<file path="src/rtl/xcb_pkg.sv">
package xcb_pkg;

   localparam int N_REGS = 9;
   localparam int IDX_W  = $clog2(N_REGS);

   // storage slot of each mapped register
   localparam int SLOT_ULOCAL  = 0;
   localparam int SLOT_BADADDR = 1;
   localparam int SLOT_TICKS   = 2;
   localparam int SLOT_MATCH   = 3;
   localparam int SLOT_STATE   = 4;
   localparam int SLOT_REASON  = 5;
   localparam int SLOT_RESUME  = 6;
   localparam int SLOT_VECBASE = 7;
   localparam int SLOT_SETUP   = 8;

   typedef enum logic [2:0] {
      XOP_NONE,
      XOP_READ,
      XOP_WRITE,
      XOP_RMW,
      XOP_RETURN
   } xop_e;

   typedef struct packed {
      logic             hit;
      logic [IDX_W-1:0] slot;
   } map_res_t;

   // sparse (number, select) lookup
   function automatic map_res_t map_lookup(input logic [4:0] num, input logic [2:0] sel);
      map_res_t r;
      r.hit  = 1'b1;
      r.slot = '0;
      case ({num, sel})
         {5'd4,  3'd2}: r.slot = IDX_W'(SLOT_ULOCAL);
         {5'd8,  3'd0}: r.slot = IDX_W'(SLOT_BADADDR);
         {5'd9,  3'd0}: r.slot = IDX_W'(SLOT_TICKS);
         {5'd11, 3'd0}: r.slot = IDX_W'(SLOT_MATCH);
         {5'd12, 3'd0}: r.slot = IDX_W'(SLOT_STATE);
         {5'd13, 3'd0}: r.slot = IDX_W'(SLOT_REASON);
         {5'd14, 3'd0}: r.slot = IDX_W'(SLOT_RESUME);
         {5'd15, 3'd1}: r.slot = IDX_W'(SLOT_VECBASE);
         {5'd16, 3'd0}: r.slot = IDX_W'(SLOT_SETUP);
         default:       r.hit  = 1'b0;
      endcase
      return r;
   endfunction

   // software-writable bits of each slot
   function automatic logic [31:0] slot_mask(input int slot);
      case (slot)
         SLOT_ULOCAL:  return 32'hFFFF_FFFF;
         SLOT_RESUME:  return 32'hFFFF_FFFF;
         SLOT_VECBASE: return 32'hFFFF_FFFC;
         default:      return 32'h0000_0000;
      endcase
   endfunction

endpackage

</file>
<file path="src/rtl/xcb_decode.sv">
module xcb_decode
   import xcb_pkg::*;
#(
   parameter int INSTR_W  = 32,
   parameter int OPC_COP  = 16,
   parameter int SUB_READ = 0,
   parameter int SUB_WRITE = 4,
   parameter int SUB_RMW  = 11,
   parameter int FN_RETURN = 24
) (
   input  logic               instr_valid,
   input  logic [INSTR_W-1:0] instr,
   output xop_e               op,
   output logic [4:0]         reg_num,
   output logic [2:0]         reg_sel,
   output logic               force_one
);
   logic [5:0] opcode;
   logic [4:0] sub;
   logic [5:0] fn;
   logic       unused_fields;

   assign opcode    = instr[31:26];
   assign sub       = instr[25:21];
   assign fn        = instr[5:0];
   assign reg_num   = instr[15:11];
   assign reg_sel   = instr[2:0];
   assign force_one = instr[5];
   assign unused_fields = ^{instr[20:16], instr[10:6]};

   always_comb begin
      op = XOP_NONE;
      if (instr_valid && opcode == 6'(OPC_COP)) begin
         if (sub[4]) begin
            if (fn == 6'(FN_RETURN)) op = XOP_RETURN;
         end else if (sub == 5'(SUB_READ)) begin
            op = XOP_READ;
         end else if (sub == 5'(SUB_WRITE)) begin
            op = XOP_WRITE;
         end else if (sub == 5'(SUB_RMW)) begin
            op = XOP_RMW;
         end
      end
   end
endmodule

</file>
<file path="src/rtl/xcb_regmap.sv">
module xcb_regmap
   import xcb_pkg::*;
(
   input  logic [4:0]       reg_num,
   input  logic [2:0]       reg_sel,
   output logic             hit,
   output logic [IDX_W-1:0] slot
);
   map_res_t res;

   assign res  = map_lookup(reg_num, reg_sel);
   assign hit  = res.hit;
   assign slot = res.slot;
endmodule

</file>
<file path="src/rtl/xcb_regfile.sv">
module xcb_regfile
   import xcb_pkg::*;
#(
   parameter int DATA_W   = 32,
   parameter int CODE_W   = 5,
   parameter int CODE_LSB = 2,
   parameter int CLR_W    = 7
) (
   input  logic              clk,
   input  logic              rst_n,
   input  logic              wr_en,
   input  logic [IDX_W-1:0]  wr_slot,
   input  logic [DATA_W-1:0] wr_data,
   input  logic [IDX_W-1:0]  rd_slot,
   output logic [DATA_W-1:0] rd_value,
   input  logic              exc_valid,
   input  logic [CODE_W-1:0] exc_code,
   input  logic              exc_in_slot,
   input  logic [DATA_W-1:0] exc_pc,
   input  logic [DATA_W-1:0] exc_branch_pc,
   output logic [DATA_W-1:0] resume_q,
   output logic [DATA_W-1:0] reason_q
);
   logic [DATA_W-1:0] q [N_REGS];

   for (genvar g = 0; g < N_REGS; g++) begin : g_slot
      localparam logic [DATA_W-1:0] MASK = DATA_W'(slot_mask(g));
      logic              sw_hit;
      logic [DATA_W-1:0] sw_next;

      assign sw_hit  = wr_en && (wr_slot == IDX_W'(g));
      assign sw_next = (wr_data & MASK) | (q[g] & ~MASK);

      if (g == SLOT_RESUME) begin : g_resume
         always_ff @(posedge clk or negedge rst_n) begin
            if (!rst_n)         q[g] <= '0;
            else if (exc_valid) q[g] <= exc_in_slot ? exc_branch_pc : exc_pc;
            else if (sw_hit)    q[g] <= sw_next;
         end
      end else if (g == SLOT_REASON) begin : g_reason
         logic [DATA_W-1:0] exc_next;
         always_comb begin
            exc_next = q[g];
            exc_next[DATA_W-1] = exc_in_slot;
            exc_next[CLR_W-1:0] = '0;
            if (exc_code != '0) exc_next[CODE_LSB +: CODE_W] = exc_code;
         end
         always_ff @(posedge clk or negedge rst_n) begin
            if (!rst_n)         q[g] <= '0;
            else if (exc_valid) q[g] <= exc_next;
            else if (sw_hit)    q[g] <= sw_next;
         end
      end else begin : g_plain
         always_ff @(posedge clk or negedge rst_n) begin
            if (!rst_n)      q[g] <= '0;
            else if (sw_hit) q[g] <= sw_next;
         end
      end
   end

   always_comb begin
      rd_value = '0;
      for (int i = 0; i < N_REGS; i++)
         if (rd_slot == IDX_W'(i)) rd_value = q[i];
   end

   assign resume_q = q[SLOT_RESUME];
   assign reason_q = q[SLOT_REASON];
endmodule

</file>
<file path="src/rtl/exc_ctrl_bank.sv">
module exc_ctrl_bank
   import xcb_pkg::*;
#(
   parameter int DATA_W   = 32,
   parameter int CODE_W   = 5,
   parameter int CODE_LSB = 2,
   parameter int CLR_W    = 7
) (
   input  logic              clk,
   input  logic              rst_n,
   input  logic              instr_valid,
   input  logic [31:0]       instr,
   input  logic [DATA_W-1:0] src_operand,
   input  logic              exc_valid,
   input  logic [CODE_W-1:0] exc_code,
   input  logic              exc_in_slot,
   input  logic [DATA_W-1:0] exc_pc,
   input  logic [DATA_W-1:0] exc_branch_pc,
   output logic              rd_valid,
   output logic [DATA_W-1:0] rd_data,
   output logic              fault,
   output logic              redirect_valid,
   output logic [DATA_W-1:0] redirect_pc
);
   if (DATA_W != 32) begin : g_bad_width
      $error("exc_ctrl_bank: DATA_W must be 32");
   end
   if (CODE_LSB + CODE_W > CLR_W) begin : g_bad_code
      $error("exc_ctrl_bank: cause code field exceeds cleared range");
   end

   xop_e              op;
   logic [4:0]        reg_num;
   logic [2:0]        reg_sel;
   logic              force_one;
   logic              hit;
   logic [IDX_W-1:0]  slot;
   logic              is_access;
   logic              is_readback;
   logic              wr_en;
   logic [DATA_W-1:0] wr_data;
   logic [DATA_W-1:0] rd_value;
   logic [DATA_W-1:0] resume_q;
   logic [DATA_W-1:0] reason_q;

   xcb_decode u_decode (
      .instr_valid (instr_valid),
      .instr       (instr),
      .op          (op),
      .reg_num     (reg_num),
      .reg_sel     (reg_sel),
      .force_one   (force_one)
   );

   xcb_regmap u_map (
      .reg_num (reg_num),
      .reg_sel (reg_sel),
      .hit     (hit),
      .slot    (slot)
   );

   assign is_access   = (op == XOP_READ) || (op == XOP_WRITE) || (op == XOP_RMW);
   assign is_readback = hit && ((op == XOP_READ) || (op == XOP_RMW));
   assign wr_en       = hit && ((op == XOP_WRITE) || (op == XOP_RMW));
   assign wr_data     = (op == XOP_RMW) ? {src_operand[DATA_W-1:1], force_one} : src_operand;

   xcb_regfile #(
      .DATA_W   (DATA_W),
      .CODE_W   (CODE_W),
      .CODE_LSB (CODE_LSB),
      .CLR_W    (CLR_W)
   ) u_regs (
      .clk           (clk),
      .rst_n         (rst_n),
      .wr_en         (wr_en),
      .wr_slot       (slot),
      .wr_data       (wr_data),
      .rd_slot       (slot),
      .rd_value      (rd_value),
      .exc_valid     (exc_valid),
      .exc_code      (exc_code),
      .exc_in_slot   (exc_in_slot),
      .exc_pc        (exc_pc),
      .exc_branch_pc (exc_branch_pc),
      .resume_q      (resume_q),
      .reason_q      (reason_q)
   );

   always_ff @(posedge clk or negedge rst_n) begin
      if (!rst_n) begin
         rd_valid       <= 1'b0;
         rd_data        <= '0;
         fault          <= 1'b0;
         redirect_valid <= 1'b0;
         redirect_pc    <= '0;
      end else begin
         rd_valid       <= is_readback;
         rd_data        <= is_readback ? rd_value : '0;
         fault          <= is_access && !hit;
         redirect_valid <= (op == XOP_RETURN);
         redirect_pc    <= (op == XOP_RETURN) ? resume_q : '0;
      end
   end
endmodule

</file>
<file path="config.mk">
export PLATFORM = sky130hd
export DESIGN_NAME = exc_ctrl_bank
export DESIGN_NICKNAME = d
export VERILOG_FILES = /design/src/rtl/xcb_pkg.sv /design/src/rtl/xcb_decode.sv /design/src/rtl/xcb_regmap.sv /design/src/rtl/xcb_regfile.sv /design/src/rtl/exc_ctrl_bank.sv
export SDC_FILE = /design/constraint.sdc
export NUM_CORES = 1
export LEC_CHECK = 0
export BUFFER_PORTS_ARGS = -buffer_cell sky130_fd_sc_hd__buf_2
export CAP_MARGIN = 10
export CORE_UTILIZATION = 57
export DETAILED_ROUTE_END_ITERATION = 12
export GPL_ROUTABILITY_DRIVEN = 0
export GPL_TIMING_DRIVEN = 0
export PLACE_DENSITY = 0.95
export SYNTH_ARGS = -nofsm -noshare
export SYNTH_HDL_FRONTEND = slang
export SYNTH_SLANG_ARGS = --single-unit
</file>
<file path="constraint.sdc">
create_clock -name clk -period 2.4 [get_ports clk]
set_clock_uncertainty 0.2 [all_clocks]
set_input_delay 0.48 -clock clk [delete_from_list [all_inputs] [get_ports clk]]
set_output_delay 0.48 -clock clk [all_outputs]
set_load 0.05 [all_outputs]
</file>
## Yosys cells after proc, flatten, opt, wreduce, memory -nomap -nowiden

Cells that the tools add are included.
Widths: inputs -> output; s select.

- Output and inout bits: 67
- Bits of input ports: 138
- Bits in registers: 169
- Word-level logic and storage cells: 76

- Equal/unequal tests: 25
- Reductions and logical operators: 17
- Multiplexer cells: 24
- Bitwise gates (word level): 1

Operator list:

| operator | number |
|---|---|
| $mux 32 | 14 |
| $eq 8x7->1 const B | 7 |
| $or 32x2->32 | 1 |
| $pmux 4 s8 | 1 |
| $eq 4x3->1 const B | 4 |
| $mux 3 | 5 |
| $eq 6x5->1 const B | 2 |
| $reduce_or 9->1 | 1 |
| $eq 4x2->1 const B | 2 |
| $eq 8x6->1 const B | 1 |
| $eq 8x8->1 const B | 1 |
| $logic_and 1x1->1 | 7 |
| $eq 3x2->1 const B | 2 |
| $eq 5x3->1 const B | 1 |
| $eq 5x4->1 const B | 1 |
| $logic_not 5->1 | 1 |
| $mux 5 | 1 |
| $reduce_bool 5->1 | 1 |
| $eq 4x1->1 const B | 1 |
| $eq 4x4->1 const B | 1 |
| $logic_not 4->1 | 1 |
| $logic_or 1x1->1 | 4 |
| $eq 3x1->1 const B | 1 |
| $eq 3x3->1 const B | 1 |
| 4 further kinds | 5 |

## Longest topological paths before layout

- Depth after elaboration: 13
- Mapped depth: 8
- Gate-level depth less buffers: 5

## By module

Synthesis repeated with hierarchy kept, for this count alone.

- Cells, all modules: 685
- Area, all modules: 8111.5 sq um

Modules (own cells, without submodules):

| module | area each (sq um) | times used | cells an instance | seq. area each (sq um) |
|---|---|---|---|---|
| xcb_regfile | 5521.5 | 1 | 489 | 2502.4 |
| exc_ctrl_bank | 2207.1 | 1 | 145 | 1676.6 |
| xcb_regmap | 216.5 | 1 | 30 | 0.0 |
| xcb_decode | 166.4 | 1 | 21 | 0.0 |

## Least setup slack after synthesis

No wires, ideal clock.

- Path type: in2reg
- Start: in instr[11]
- End: reg rd_data[10]
- Setup slack: -0.221 ns
- Arrival: 2.310 ns
- Cell stages on the path: 8
- Buffers on the path: 3
- Required time: 2.089 ns
- Setup time: 0.111 ns
- Cells stage by stage: buf_2 > or4b_1 > a211o_1 > nor2b_1 > and2_1 > buf_2 > buf_6 > a2111oi_2

- Word-level cells in the longest chain between the ends: 13
- Elaborated cells on any way between the ends: 32
- Classes of those cells: eq/ne (17); mux (12); reduce/logical (3)

Ends and longest elaborated chain:

| element | RTL line | text |
|---|---|---|
| start: declaration | exc_ctrl_bank.sv:12 | `input logic [31:0] instr,` |
| $eq 8x8->1 / $eq 8x7->1 (equally long branches) | xcb_pkg.sv:35 | `case ({num, sel})` |
| $pmux 4 s8 | xcb_pkg.sv:35 |  |
| $logic_not 4->1 | xcb_regfile.sv:64 | `if (rd_slot == IDX_W'(i)) rd_value = q[i];` |
| $mux 32 (9 in a row) | xcb_regfile.sv:64 |  |
| $mux 32 (*) | exc_ctrl_bank.sv:98 | `rd_data <= is_readback ? rd_value : '0;` |
| end signal: assignment | exc_ctrl_bank.sv:98 |  |
| end: declaration | exc_ctrl_bank.sv:20 | `output logic [DATA_W-1:0] rd_data,` |

Every way passes the cells marked *; elsewhere a longest branch is shown, timed or not.
A chain may end at the register's enable or synchronous reset.

## Final worst setup path

- Start: in instr[1]
- End: reg u_regs.q[43] (netlist bit)

- Word-level cells in the longest chain between the ends: 8
- Elaborated cells on any way between the ends: 22
- Classes of those cells: eq/ne (13); mux (5); reduce/logical (4)

Ends and longest elaborated chain:

| element | RTL line | text |
|---|---|---|
| $eq 6x5->1 | xcb_decode.sv:35 | `if (fn == 6'(FN_RETURN)) op = XOP_RETURN;` |
| $mux 3 | xcb_decode.sv:35 |  |
| $mux 3 | xcb_decode.sv:34 | `if (sub[4]) begin` |
| $mux 3 | xcb_decode.sv:33 | `if (instr_valid && opcode == 6'(OPC_COP)) begin` |
| $eq 3x2->1 | exc_ctrl_bank.sv:64 | `assign wr_en = hit && ((op == XOP_WRITE) \|\| (op == XOP_RMW));` |
| $logic_or 1x1->1 | exc_ctrl_bank.sv:64 |  |
| $logic_and 1x1->1 | exc_ctrl_bank.sv:64 |  |
| $logic_and 1x1->1 (*) | xcb_regfile.sv:31 | `assign sw_hit = wr_en && (wr_slot == IDX_W'(g));` |
| end signal: indexed assignment | xcb_regfile.sv:56 | `else if (sw_hit) q[g] <= sw_next;` |
| end: declaration | xcb_regfile.sv:24 | `logic [DATA_W-1:0] q [N_REGS];` |

Marked as above.

==> flow_metrics.tcl <==
set metrics [dict create \
    cpPeakStageDelay_ns 0.52 \
    vias 6051 \
    seqPwrFrac_pct 46.4 \
    synth_top_area_share_pct 55.8 \
    drc_errors 0 \
    synth_area_um2 7490 \
    cp_max_fo 10 \
    grt_max_degree 104 \
    cts-root-buf "clkbuf_16" \
    max_freq_mhz 413 \
    path_clk_slew_ns 0.07 \
    grt.busiest_layer "met2" \
    p_switching_mw 1.57 \
    relSlewSlack_pct 28.6 \
    hp-class "in -> reg" \
    stdcell_area_um2 9920 \
    power_density_nw_per_um2 643 \
    post_synth.cell_area_avg_um2 13.2 \
    final_nets 926 \
    rows 41 \
    pwr-share-clk_pct 45.6 \
    drv_slew 0 \
    yosysTopAreaCell "dfrtp_1" \
    clk_latency_ns 0.44 \
    finalCriticalPeriod_ns 2.42 \
    cts_buffers 17 \
    ys_types 43 \
    yosys-top-cells-area "dfrtp_1 (56%), mux2i_1 (13%), mux2_2 (10%)" \
    die_y_um 117 \
    cp-end-kind "register" \
    ant_nets 0 \
    timing.final.crit_share_pct 101 \
    htree_levels 4 \
    hold_viol 0 \
    die_x_um 117 \
    yosysWarnings 0 \
    fillers 747 \
    grt_use_met3_pct 6.64 \
    synth_edf_count 0 \
    synth_seq_cells 167 \
    ir_drop_mv 0.621 \
    tightest_slew_ns 1.07 \
    use_met1_pct 41.5 \
    final_cell_mix "buf_2 (191), dfrtp_1 (167), mux2i_1 (92)" \
    cp-start-kind "primary input" \
    holdPathStages 2 \
    path_common_cell "clkbuf_1" \
    cp.arrival_ns 2.55 \
    critPathTopFamily "simple AND/OR/NAND/NOR gates" \
    p_leak_nw 5.11 \
    grt_pass1_vias 6147 \
    core_um2 12700 \
    diodes 0 \
    syn_nets 704 \
    netlist_instances 566 \
    synthToLayoutAreaGrowth_pct 32.4 \
    p_sw_share_pct 24.7 \
    fin_cells 973 \
    hpwlAfterDp_um 14500 \
    use_met2_pct 54.8 \
    worstPathCellList "buf_6, or2_2, clkbuf_1, nor4_2, nand2_1, clkbuf_1, mux2_2" \
    viasPerCell 6.22 \
    violations "negative setup slack" \
    r2r_setup_slack_ns 1.06 \
    overflow 0 \
    drt-pass1-iter-count 5 \
    ys_seq_area_share_pct 55.8 \
    p_comb_share_pct 8.0 \
    utilization_pct 78.0 \
    numClockSinks 167 \
    synthArstFlopShare_pct 100 \
    fin_hold_ws_ns 0.0720 \
    pin_count 205 \
    path_class "in -> reg" \
    postPlaceCellArea_um2 9000 \
    cap_violations 0 \
    antenna_found_initial 1 \
    tritoncts "done" \
    drt_iter0_markers 489 \
    start_util_pct 58.9 \
    grt_pass1_wl_um 32700 \
    setup_viol 15 \
    wl_per_cell_um 23.2 \
    rsz0062_at_grt "true" \
    ctsLongestPathBuffers 2 \
    track_usage_pct 33.0 \
    reg2reg_depth 2 \
    yosys_most_used_dff "dfrtp_1" \
    status "complete, but fails checks" \
    wirelength_um 22600 \
    crit_required_ns 2.52 \
    worst_slack_ns -0.0236 \
    layout-drive-gt1-share_pct 45.7 \
    cp.depth 7 \
    crit_buf_inv 3 \
    port_buffers 191 \
    place_inst 930 \
    slowest_stage "nor4_2" \
    finalPower_mw 6.38 \
    dieArea_um2 13600 \
    layout_commonest_cell "buf_2" \
    cellInternalPower_mw 4.81 \
]
==> stage by stage <==
stage,setup WS (ns),TNS [ns]
after CTS,-0.00559,-0.00559
after floorplan,-0.146,-6.02
after global placement,-1.69,-352.47
after detailed placement,-0.780,-75.20
final,-0.0236,-0.156
after global routing,-0.136,-3.19
==> worst register-to-register path, delay by kind of cell, from the launching register on <==
kind / cells / cell delay (ns)
flops: 1 / 0.42
compound gates: 2 / 0.59
==> logic make-up (layout without fill, tap and decap cells) <==
kind of cell,after synthesis,after routing,share of synthesized area [%]
buffers and inverters,49,283,3.04
multiplexers,162,162,22.8
AO/OA/AOI/OAI,97,97,11.2
flip-flops,167,167,55.8
AND/OR/NAND/NOR,91,92,7.25
==> path summary, 6_finish.rpt <==
kind | from | endpoint
max reg2reg | u_regs.resume_q[2] | rd_data[2]
min reg2reg | u_regs.q[60] | u_regs.q[60]
min | exc_code[2] | u_regs.reason_q[4]
max | instr[1] | u_regs.q[43]
min in group asynchronous | rst_n | redirect_pc[7]
max in group asynchronous | rst_n | redirect_pc[19]
==> cell type report <==
| class | instances | area (µm²) | share of cell area (%) |
|---|---|---|---|
| Sequential cell | 167 | 4180 | 42.1 |
| Multi-Input combinational cell | 351 | 3430 | 34.6 |
| Timing Repair Buffer | 203 | 1140 | 11.5 |
| Clock buffer | 18 | 439 | 4.43 |
| Buffer | 46 | 315 | 3.18 |
| Tap cell | 172 | 215 | 2.17 |
| Clock inverter | 14 | 188 | 1.89 |
| Inverter | 2 | 7.51 | 0.0757 |
==> power groups by stage <==
stage	combinational, mW	sequential (mW)	clock, mW
floorplan	0.233	2.98	0
global placement	0.445	3.00	0
detailed placement	0.481	3.01	0
CTS	0.494	2.95	2.90
global route	0.552	2.97	3.03
finish	0.513	2.96	2.91
==> synth_stat cells (5+ instances only) <==
cell and count:
dfrtp_1 167, mux2i_1 94, mux2_2 68, and2_1 33, clkbuf_1 33, o22ai_1 18
a31oi_1 17, a2111oi_2 15, a32oi_1 15, a22o_1 13, nor3_1 13, nand2_1 9
nor2_1 7, a21o_1 6, nor4_1 6, buf_2 5, buf_6 5
==> routing by layer <==
layer  part of all wire, %  vias to the layer above
met1                    40                     3056
met5                 0.071                        -
li1                      -                     2573
met3                   7.0                       75
met4                   3.7                        2
met2                    49                      345
==> registers in the layout, summed over array words and instances, names as in the netlist <==
signal and flops:
u_regs.q 62, u_regs.resume_q 32, rd_valid 1, redirect_pc 32, rd_data 32, u_regs.reason_q 6
redirect_valid 1, fault 1
==> repair_timing <==
action,in CTS,in global routing
resized for setup,11,26
gates cloned,1,3
pin swaps,2,4
buffers inserted,2,5
endpoints found under the hold margin,64,0
setup endpoints to repair,100,96
hold buffers,1,0
Note: power is estimated with default switching activity, not from simulation.
